`config.mk`:
```
export PLATFORM = sky130hd
export DESIGN_NAME = ro_puf_core
export DESIGN_NICKNAME = d
export VERILOG_FILES = /design/src/rtl/ro_puf_pkg.sv /design/src/rtl/ro_puf_ctrl.sv /design/src/rtl/ro_puf_dp.sv /design/src/rtl/ro_puf_core.sv
export SDC_FILE = /design/constraint.sdc
export NUM_CORES = 1
export LEC_CHECK = 0
export BUFFER_PORTS_ARGS = -buffer_cell sky130_fd_sc_hd__buf_2
export CORE_MARGIN = 8
export CORE_UTILIZATION = 53
export CTS_CLUSTER_DIAMETER = 60
export DETAILED_ROUTE_END_ITERATION = 12
export GPL_TIMING_DRIVEN = 1
export PLACE_DENSITY = 0.83
export SETUP_SLACK_MARGIN = 0.02
export SYNTH_ARGS = -nofsm -noshare
export SYNTH_HDL_FRONTEND = slang
export SYNTH_SLANG_ARGS = --single-unit
```
`constraint.sdc`:
```
create_clock -name clk -period 2.8 [get_ports clk]
set_input_delay 0.42 -clock clk [delete_from_list [all_inputs] [get_ports clk]]
set_output_delay 0.42 -clock clk [all_outputs]
set_load 0.1 [all_outputs]
```
`src/rtl/ro_puf_pkg.sv`:
```
package ro_puf_pkg;

  typedef enum logic [2:0] {
    ST_IDLE,
    ST_SCAN,
    ST_MEAS,
    ST_CMP,
    ST_DONE
  } puf_state_t;

  typedef struct packed {
    logic loadCfg;
    logic clrCnt;
    logic countEn;
    logic oscOn;
    logic shiftBit;
  } puf_strobe_t;

endpackage

```
`src/rtl/ro_puf_ctrl.sv`:
```
module ro_puf_ctrl
  import ro_puf_pkg::*;
#(
  parameter int RESP_W = 8,
  parameter int WIN_W  = 16,
  parameter int NB_W   = 4
) (
  input  logic              clk,
  input  logic              rstN,
  input  logic              start,
  input  logic              stepKeep,
  input  logic [NB_W-1:0]   cfgBits,
  input  logic [WIN_W-1:0]  cfgWin,
  output puf_strobe_t       strb,
  output logic [NB_W-1:0]   stepIdx,
  output logic [NB_W-1:0]   bitCount,
  output logic              done
);

  localparam logic [NB_W-1:0] LAST_STEP = NB_W'(RESP_W);

  puf_state_t       state;
  logic [WIN_W-1:0] winCnt;
  logic             runOver;

  assign runOver = (bitCount >= cfgBits) || (stepIdx == LAST_STEP);

  always_ff @(posedge clk) begin
    if (!rstN) begin
      state    <= ST_IDLE;
      stepIdx  <= '0;
      bitCount <= '0;
      winCnt   <= '0;
    end else begin
      unique case (state)
        ST_IDLE: begin
          if (start) begin
            stepIdx  <= '0;
            bitCount <= '0;
            state    <= ST_SCAN;
          end
        end
        ST_SCAN: begin
          if (runOver) begin
            state <= ST_DONE;
          end else if (stepKeep) begin
            winCnt <= cfgWin;
            state  <= ST_MEAS;
          end else begin
            stepIdx <= stepIdx + 1'b1;
          end
        end
        ST_MEAS: begin
          if (winCnt <= WIN_W'(1)) state <= ST_CMP;
          else winCnt <= winCnt - 1'b1;
        end
        ST_CMP: begin
          stepIdx  <= stepIdx + 1'b1;
          bitCount <= bitCount + 1'b1;
          state    <= ST_SCAN;
        end
        ST_DONE: state <= ST_IDLE;
        default: state <= ST_IDLE;
      endcase
    end
  end

  always_comb begin
    strb          = '0;
    strb.loadCfg  = (state == ST_IDLE) && start;
    strb.clrCnt   = (state == ST_SCAN);
    strb.countEn  = (state == ST_MEAS);
    strb.oscOn    = (state == ST_MEAS);
    strb.shiftBit = (state == ST_CMP);
  end

  assign done = (state == ST_DONE);

endmodule

```
`src/rtl/ro_puf_dp.sv`:
```
module ro_puf_dp
  import ro_puf_pkg::*;
#(
  parameter int NUM_OSC = 8,
  parameter int SEL_W   = 3,
  parameter int RESP_W  = 8,
  parameter int CNT_W   = 16,
  parameter int WIN_W   = 16,
  parameter int NB_W    = 4
) (
  input  logic               clk,
  input  logic               rstN,
  input  logic [NUM_OSC-1:0] roIn,
  input  puf_strobe_t        strb,
  input  logic [NB_W-1:0]    stepIdx,
  input  logic [SEL_W-1:0]   chalA,
  input  logic [SEL_W-1:0]   chalB,
  input  logic [RESP_W-1:0]  keepMask,
  input  logic [NB_W-1:0]    numBits,
  input  logic [WIN_W-1:0]   winLen,
  output logic [NUM_OSC-1:0] roEnable,
  output logic [NB_W-1:0]    cfgBits,
  output logic [WIN_W-1:0]   cfgWin,
  output logic               stepKeep,
  output logic [RESP_W-1:0]  response,
  output logic [RESP_W-1:0]  tieFlags
);

  localparam logic [CNT_W-1:0] CNT_MAX = {CNT_W{1'b1}};

  logic [SEL_W-1:0]   cfgA, cfgB, selA, selB;
  logic [RESP_W-1:0]  cfgKeep;
  logic [NUM_OSC-1:0] rise;
  logic [CNT_W-1:0]   cntA, cntB;
  logic               aFaster, sameCnt;

  // every oscillator keeps its own synchroniser so that switching the
  // selection never feeds a half-settled value into a counter
  for (genvar g = 0; g < NUM_OSC; g++) begin : g_sync
    logic [2:0] syncQ;
    always_ff @(posedge clk) begin
      if (!rstN) syncQ <= '0;
      else       syncQ <= {syncQ[1:0], roIn[g]};
    end
    assign rise[g] = syncQ[1] & ~syncQ[2];
  end

  always_ff @(posedge clk) begin
    if (!rstN) begin
      cfgA    <= '0;
      cfgB    <= '0;
      cfgKeep <= '0;
      cfgBits <= '0;
      cfgWin  <= '0;
    end else if (strb.loadCfg) begin
      cfgA    <= chalA;
      cfgB    <= chalB;
      cfgKeep <= keepMask;
      cfgBits <= numBits;
      cfgWin  <= winLen;
    end
  end

  assign selA     = cfgA + SEL_W'(stepIdx);
  assign selB     = cfgB + SEL_W'(stepIdx);
  assign stepKeep = (stepIdx < NB_W'(RESP_W)) ? cfgKeep[stepIdx] : 1'b0;
  assign roEnable = strb.oscOn ? ((NUM_OSC'(1) << selA) | (NUM_OSC'(1) << selB))
                               : '0;

  always_ff @(posedge clk) begin
    if (!rstN || strb.clrCnt) begin
      cntA <= '0;
      cntB <= '0;
    end else if (strb.countEn) begin
      if (rise[selA] && cntA != CNT_MAX) cntA <= cntA + 1'b1;
      if (rise[selB] && cntB != CNT_MAX) cntB <= cntB + 1'b1;
    end
  end

  assign aFaster = cntA > cntB;
  assign sameCnt = cntA == cntB;

  always_ff @(posedge clk) begin
    if (!rstN || strb.loadCfg) begin
      response <= '0;
      tieFlags <= '0;
    end else if (strb.shiftBit) begin
      response <= {response[RESP_W-2:0], aFaster};
      tieFlags <= {tieFlags[RESP_W-2:0], sameCnt};
    end
  end

endmodule

```
`src/rtl/ro_puf_core.sv`:
```
module ro_puf_core
  import ro_puf_pkg::*;
#(
  parameter int NUM_OSC = 8,
  parameter int RESP_W  = 8,
  parameter int CNT_W   = 16,
  parameter int WIN_W   = 16,
  parameter int SEL_W   = $clog2(NUM_OSC),
  parameter int NB_W    = $clog2(RESP_W + 1)
) (
  input  logic               clk,
  input  logic               rstN,
  input  logic [NUM_OSC-1:0] roIn,
  output logic [NUM_OSC-1:0] roEnable,
  input  logic               start,
  input  logic [SEL_W-1:0]   chalA,
  input  logic [SEL_W-1:0]   chalB,
  input  logic [RESP_W-1:0]  keepMask,
  input  logic [NB_W-1:0]    numBits,
  input  logic [WIN_W-1:0]   winLen,
  output logic [RESP_W-1:0]  response,
  output logic [RESP_W-1:0]  tieFlags,
  output logic [NB_W-1:0]    bitCount,
  output logic               done
);

  puf_strobe_t      strb;
  logic [NB_W-1:0]  stepIdx;
  logic [NB_W-1:0]  cfgBits;
  logic [WIN_W-1:0] cfgWin;
  logic             stepKeep;

  ro_puf_ctrl #(
    .RESP_W(RESP_W), .WIN_W(WIN_W), .NB_W(NB_W)
  ) u_ctrl (
    .clk(clk), .rstN(rstN), .start(start), .stepKeep(stepKeep),
    .cfgBits(cfgBits), .cfgWin(cfgWin), .strb(strb),
    .stepIdx(stepIdx), .bitCount(bitCount), .done(done)
  );

  ro_puf_dp #(
    .NUM_OSC(NUM_OSC), .SEL_W(SEL_W), .RESP_W(RESP_W),
    .CNT_W(CNT_W), .WIN_W(WIN_W), .NB_W(NB_W)
  ) u_dp (
    .clk(clk), .rstN(rstN), .roIn(roIn), .strb(strb), .stepIdx(stepIdx),
    .chalA(chalA), .chalB(chalB), .keepMask(keepMask), .numBits(numBits),
    .winLen(winLen), .roEnable(roEnable), .cfgBits(cfgBits),
    .cfgWin(cfgWin), .stepKeep(stepKeep), .response(response),
    .tieFlags(tieFlags)
  );

endmodule

```
Word-level counts from Yosys, hierarchy flattened:

Cells that the tools add are included.

* shifts and indexed selects: 2
* reduce and logical (&&, ||, !) cells: 17
* bitwise gates (word level): 17
* mux-type cells: 22
* $add $sub $neg: 7
* equality and inequality tests: 15
* magnitude comparators: 7

Operator list (count)
* 2-to-1 mux 16 bit: 3
* adder 16 x 1 -> 16 bit (second input constant): 2
* != test 16 bit (second input constant): 2
* one-hot mux 16 bit (2 select lines): 1
* == test 16 bit: 1
* greater-than comparator 16 bit: 1
* <= comparator 16 x 1 -> 1 bit (second input constant): 1
* left shift 1 x 3 -> 8 bit (first input constant): 2
* subtractor 16 x 1 -> 16 bit (second input constant): 1
* 2-to-1 mux 3 bit: 4
* 2-to-1 mux 4 bit: 3
* != test 2 bit (second input constant): 6
* one-hot mux 3 bit (4 select lines): 1
* one-hot mux 4 bit (3 select lines): 1
* binary-select mux 1 bit (select 3 bit): 3
* adder 4 x 1 -> 4 bit (second input constant): 2
* bitwise AND 1 bit: 8
* < comparator 3 x 4 -> 1 bit (second input constant): 2
* < comparator 4 bit (second input constant): 2
* 2-to-1 mux 8 bit: 1
* inverter 1 bit: 8
* OR 8 bit: 1
* one-hot mux 4 bit (2 select lines): 1
* AND reduction 4 bit: 2
* 16 further kinds: 28

* register bits: 133
* output and inout bits: 29
* input port bits: 45

Depth between registers and ports, before layout:

* depth in word-level cells: 6
* depth in mapped cells: 10
* mapped depth without buffers: 9

Cells and area by module:

Synthesis repeated with hierarchy kept, for this count alone.

* cell total of the unflattened synthesis: 744
* area total of the unflattened synthesis: 6784.0 um^2

By module, submodules not included
* ro_puf_dp: times used 1, seq. area each 2122.0 um^2, cells each 517, area each 4988.5 um^2
* ro_puf_ctrl: times used 1, seq. area each 540.5 um^2, cells each 227, area each 1795.5 um^2

Worst setup path after synthesis:

OpenSTA, ideal clock, no wires.

* path kind: reg2out
* start point: register u_ctrl.stepIdx[0]
* end point: output port roEnable[5]
* slack: -877 ps
* buffers on the path: 0
* data required time: 2380 ps
* cell stages (with the launch flop): 8
* data arrival time: 3257 ps
* cell sequence: dfxtp_1 > ha_1 > inv_1 > fa_1 > xor2_1 > xnor2_1 > nand3_1 > a21oi_1

* longest elaborated chain between the ends: 4
* elaborated cells between the ends (all ways): 6

RTL lines
* start, declared: line ro_puf_ctrl.sv:15 `output logic [NB_W-1:0] stepIdx,`
* start signal, assigned: line ro_puf_ctrl.sv:50 `stepIdx <= stepIdx + 1'b1;`
* start signal, assigned: line ro_puf_ctrl.sv:58 `stepIdx <= stepIdx + 1'b1;`
* adder 3 bit (on tied branches): line ro_puf_dp.sv:64, ro_puf_dp.sv:65
* left shift 1 x 3 -> 8 bit: line ro_puf_dp.sv:67 `assign roEnable = strb.oscOn ? ((NUM_OSC'(1) << selA) | (NUM_OSC'(1) << selB))`
* OR 8 bit (*): line ro_puf_dp.sv:67
* 2-to-1 mux 8 bit (*): line ro_puf_dp.sv:67
* end, declared: line ro_puf_core.sv:14 `output logic [NUM_OSC-1:0] roEnable,`

Every way passes the cells marked *; elsewhere a longest branch is shown, timed or not.

Worst setup path after layout:

* start point: register u_ctrl.stepIdx[0]
* end point: output port roEnable[2]

The elaborated chain is that of the path after synthesis.

==> impl_results.rst <==
.. list-table::
   :header-rows: 1

   * - Metric
     - Value
   * - Maximum buffer depth of the clock tree
     - 2
   * - Data required, critical path
     - 2.38 ns
   * - Number of diodes
     - 0
   * - Hold buffer count at cts
     - 0
   * - Number of placement rows
     - 41
   * - Ratio of cells with drive above 1 in the final layout
     - 0.234
   * - Part of the total power dissipated in the clock network
     - 0.471
   * - Final #Nets
     - 977
   * - Initial Util
     - 0.536
   * - Initial detailed-routing violation count
     - 708
   * - Switching part of the total
     - 0.259
   * - Number of vias per cell
     - 5.82
   * - Insertion delay of the later-clocked pin in the worst-skew pair
     - 0.42 ns
   * - Area of all sequential standard cells
     - 2670 um^2
   * - Total power of the final layout
     - 5.03 mW
   * - Number of maximum-capacitance violations
     - 0
   * - Power per Cell Area
     - 586 nW/um^2
   * - Signed area change from the synthesized netlist to the final layout
     - 29.0%
   * - Failing checks
     - negative setup slack
   * - Aggregate routed wire length
     - 18.6 mm
   * - Synthesized net count
     - 881
   * - Max-slew violations
     - 0
   * - Sequential group share of total power
     - 0.398
   * - Reg clk slew, reported paths
     - 0.06 ns
   * - Syn Inst Count
     - 805
   * - Clock sink count
     - 133
   * - Max Freq
     - 0.329 GHz
   * - Peak supply drop
     - 503 uV
   * - CP Data Arrival Time
     - 2.62 ns
   * - Dominant synthesized flop cell
     - dfxtp_1
   * - Root cell of the clock tree
     - clkbuf_16
   * - Area used by multi-input combinational logic
     - 4090 um^2
   * - Horiz. Die Dim
     - 128 um
   * - Average footprint of a synthesized cell
     - 8.26 um^2
   * - Endpoints failing setup
     - 19
   * - Int Pwr
     - 3.73 mW
   * - DRC violation count after routing
     - 0
   * - Smallest setup slack after layout
     - -0.241 ns
   * - Maximum fanout encountered on the critical timing path
     - 5
   * - CTS Buf Count
     - 17
   * - Grt ovf
     - 0
   * - Post-DR wirelength/cell
     - 17.1 um
   * - Area of the core
     - 12,400 um^2
   * - Worst Setup Slack post-DPL
     - -0.0169 ns
   * - Port Buf Inserts
     - 73
   * - Category of the worst setup path launch point
     - flop
   * - Status
     - complete, but fails checks
   * - EDFF count, synth
     - 0
   * - Combinational Power Share
     - 0.131
   * - Clk_skew
     - 0.00674 ns
   * - Top post-synthesis cells by area
     - dfxtp_1 (40%), nand2_1 (8.3%), ha_1 (5.5%)
   * - CP cell instances
     - buf_6, ha_4, inv_2, fa_2, xor2_2, xnor2_2, buf_4, buf_4, nor3_4, a21oi_2, nor2_4, buf_12
   * - Critical path class
     - flop to output port
   * - Post-Synthesis Cell Area
     - 6650 um^2
   * - Number of global-route vias before repair
     - 5,952
   * - Switching power
     - 1.30 mW
   * - Number of synthesized register bits
     - 133
   * - Worst hold path type
     - input pin to flop
   * - Proportion of synthesized chip area in sequential cells
     - 0.400
   * - Count of vias placed by the detailed router
     - 6,319
   * - Cell with the largest stage delay on the worst path
     - fa_2
   * - Post-synth ARST share
     - 0
   * - Leakage power summed over all cells
     - 3.37 nW
   * - Transition time at the pin with the least slew margin
     - 1.37 ns
   * - Final worst path period need
     - 3.04 ns
   * - Maximum number of pins on one net before global-route repair
     - 73
   * - First-pass GRT wire length
     - 28.2 mm
   * - Largest incremental delay on the critical path
     - 0.37 ns
   * - Gpl congestion
     - 0.834
   * - Number of antenna violations at the first check in global routing
     - 0
   * - Hold violation total from the final report
     - 0
   * - Number of primary I/O pins
     - 74
   * - Final-layout fill cell count
     - 902
   * - Die area
     - 16,400 um^2
   * - Final non-filler cell total
     - 1,086
   * - Tcrit/Tclk final
     - 1.09
   * - CTS tree
     - done
   * - Area share of the leading cell type in the synthesized netlist
     - 0.400
   * - GRT Total Usage
     - 0.211
   * - DRT Pass-1 Iters
     - 5
   * - Routed Antenna Nets
     - 0
   * - H-tree Lvls
     - 4
   * - Instance area at placement
     - 7450 um^2
   * - Floorplan die height
     - 128 um
   * - Post-layout util
     - 0.691
   * - Cell total after placement
     - 1,033
   * - Setup repair after global routing missed its margin
     - true
   * - Critical Path End Type
     - output port
   * - Design area
     - 8580 um^2
   * - Synth unique cells
     - 61
   * - Yosys warns
     - 0
   * - Cell type with the highest occurrence count on the critical path
     - buf_4
   * - HPWL reported at the end of detailed placement
     - 10.7 mm
   * - Cell taking the most area after synthesis
     - dfxtp_1
   * - Worst rel slew slack
     - 0.0778
power by group through the flow:
stage	combinational (mW)	clock [mW]	sequential [mW]
floorplan	0.356	0	2.02
global placement	0.475	0	2.03
detailed placement	0.483	0	2.04
CTS	0.561	2.38	2.00
global route	0.709	2.48	2.01
finish	0.659	2.37	2.00
flip-flops by register name, summed over array words and instances (netlist names):
| register | count |
|---|---|
| u_dp.cfgWin | 16 |
| u_dp.tieFlags | 8 |
| u_dp.cfgA | 3 |
| u_ctrl.state | 3 |
| u_ctrl.winCnt | 16 |
| u_dp.response | 8 |
| u_dp.g_sync.syncQ | 24 |
| u_dp.cntA | 16 |
| u_ctrl.stepIdx | 4 |
| u_dp.cfgBits | 4 |
| u_dp.cfgB | 3 |
| u_dp.cfgKeep | 8 |
| u_ctrl.bitCount | 4 |
| u_dp.cntB | 16 |
cells by family (layout without fill, tap and decap cells):
logic type / count (synthesis) / after routing / share of synthesized area
XOR/XNOR: 31 / 31 / 0.0419
adder cells (fa/ha/maj): 31 / 31 / 0.0606
flip-flops: 133 / 133 / 0.400
AO/OA/AOI/OAI: 162 / 162 / 0.162
AND/OR/NAND/NOR: 359 / 359 / 0.264
multiplexers: 13 / 15 / 0.0271
buffers and inverters: 76 / 183 / 0.0448
through the flow:
| step | TNS (ns) | hold slack, ns |
|---|---|---|
| 5_1_grt | -4.34 | 0.217 |
| 6_report | -3.07 | 0.204 |
| 4_1_cts | -1.69 | 0.198 |
| 3_3_place_gp | 0 | 0.415 |
| 2_1_floorplan | -0.156 | 0.412 |
| 3_5_place_dp | -0.0169 | 0.422 |
cells in the final DEF (no fill, tap or decap), drive strengths merged, types with 3 or more instances in the layout:
cell type  instances
nand2            147
dfxtp            133
buf              117
nor2              58
a21boi            48
a21oi             47
inv               36
and2              32
ha                29
xnor2             23
o21ai             21
nand3             21
clkbuf            19
nor3              17
nor2b             15
nand4             14
nor3b             14
nor4              12
mux2i              9
nand2b             8
xor2               8
mux4               6
a21o               5
a211o              5
a31o               5
o21a               4
and4               4
clkinv             4
bufinv             4
and3               3
o211ai             3
o41ai              3
clkinvlp           3
o21bai             3
or4                3
o31ai              3
a32oi              3
cell usage after synthesis (all sizes together) (2+ instances only):
cell type  number
a211o           5
a21boi         48
a21o            5
a21oi          47
a22oi           2
a31o            5
a31oi           2
a32oi           3
and2           32
and3            3
and4            4
buf             7
clkbuf         35
dfxtp         133
fa              2
ha             29
inv            34
mux2i           9
mux4            4
nand2         147
nand2b          8
nand3          21
nand4          14
nor2           58
nor2b          15
nor3           17
nor3b          14
nor4           12
nor4b           2
o211ai          3
o21a            4
o21ai          21
o21bai          3
o31ai           3
o41ai           3
or2             2
or3             2
or4             3
xnor2          23
xor2            8
worst paths after layout:
path,start,to,slack [ns],cells past startpoint
max,u_ctrl.stepIdx[0]$_SDFFE_PN0P_,roEnable[2],-0.24,12
max reg2reg,u_ctrl.stepIdx[0]$_SDFFE_PN0P_,u_dp.cntA[3]$_SDFFE_PP0P_,-0.21,13
min,roIn[6],u_dp.g_sync[6].syncQ[0]$_SDFF_PN0_,0.20,2
min reg2reg,u_dp.g_sync[7].syncQ[0]$_SDFF_PN0_,u_dp.g_sync[7].syncQ[1]$_SDFF_PN0_,0.43,1
layout make-up:
type / instances / share of cell area
timing repair buffer: 117 / 0.0986
sequential: 133 / 0.311
clock buffer: 19 / 0.0504
clock inverter: 13 / 0.0229
inverter: 34 / 0.0153
tap: 172 / 0.0251
multi-input combinational: 598 / 0.477
worst max-delay path, delay by kind of cell (launching register included):
kind | cells | cell delay, ns
buffers and inverters | 5 | 0.65
adders and majority gates | 2 | 0.49
xor gates and xnor gates | 2 | 0.36
DFF | 1 | 0.35
and+or+nand+nor | 2 | 0.28
AOI/OAI and AO/OA | 1 | 0.07
layer usage:
layer  global-route usage  routed length, um  share of wire
met1                0.246               7610           0.41
met2                0.354               9010           0.48
met3               0.0495               1320          0.071
met4                0.112                649          0.035
met5                    0                  0              0
what timing repair did:
action	CTS	global route
gates cloned	1	1
buffers inserted	9	10
hold endpoints to repair	0	0
resized for setup	27	35
pin swaps	14	25
setup endpoints to repair	11	33
(Power assumes the default switching activity.)
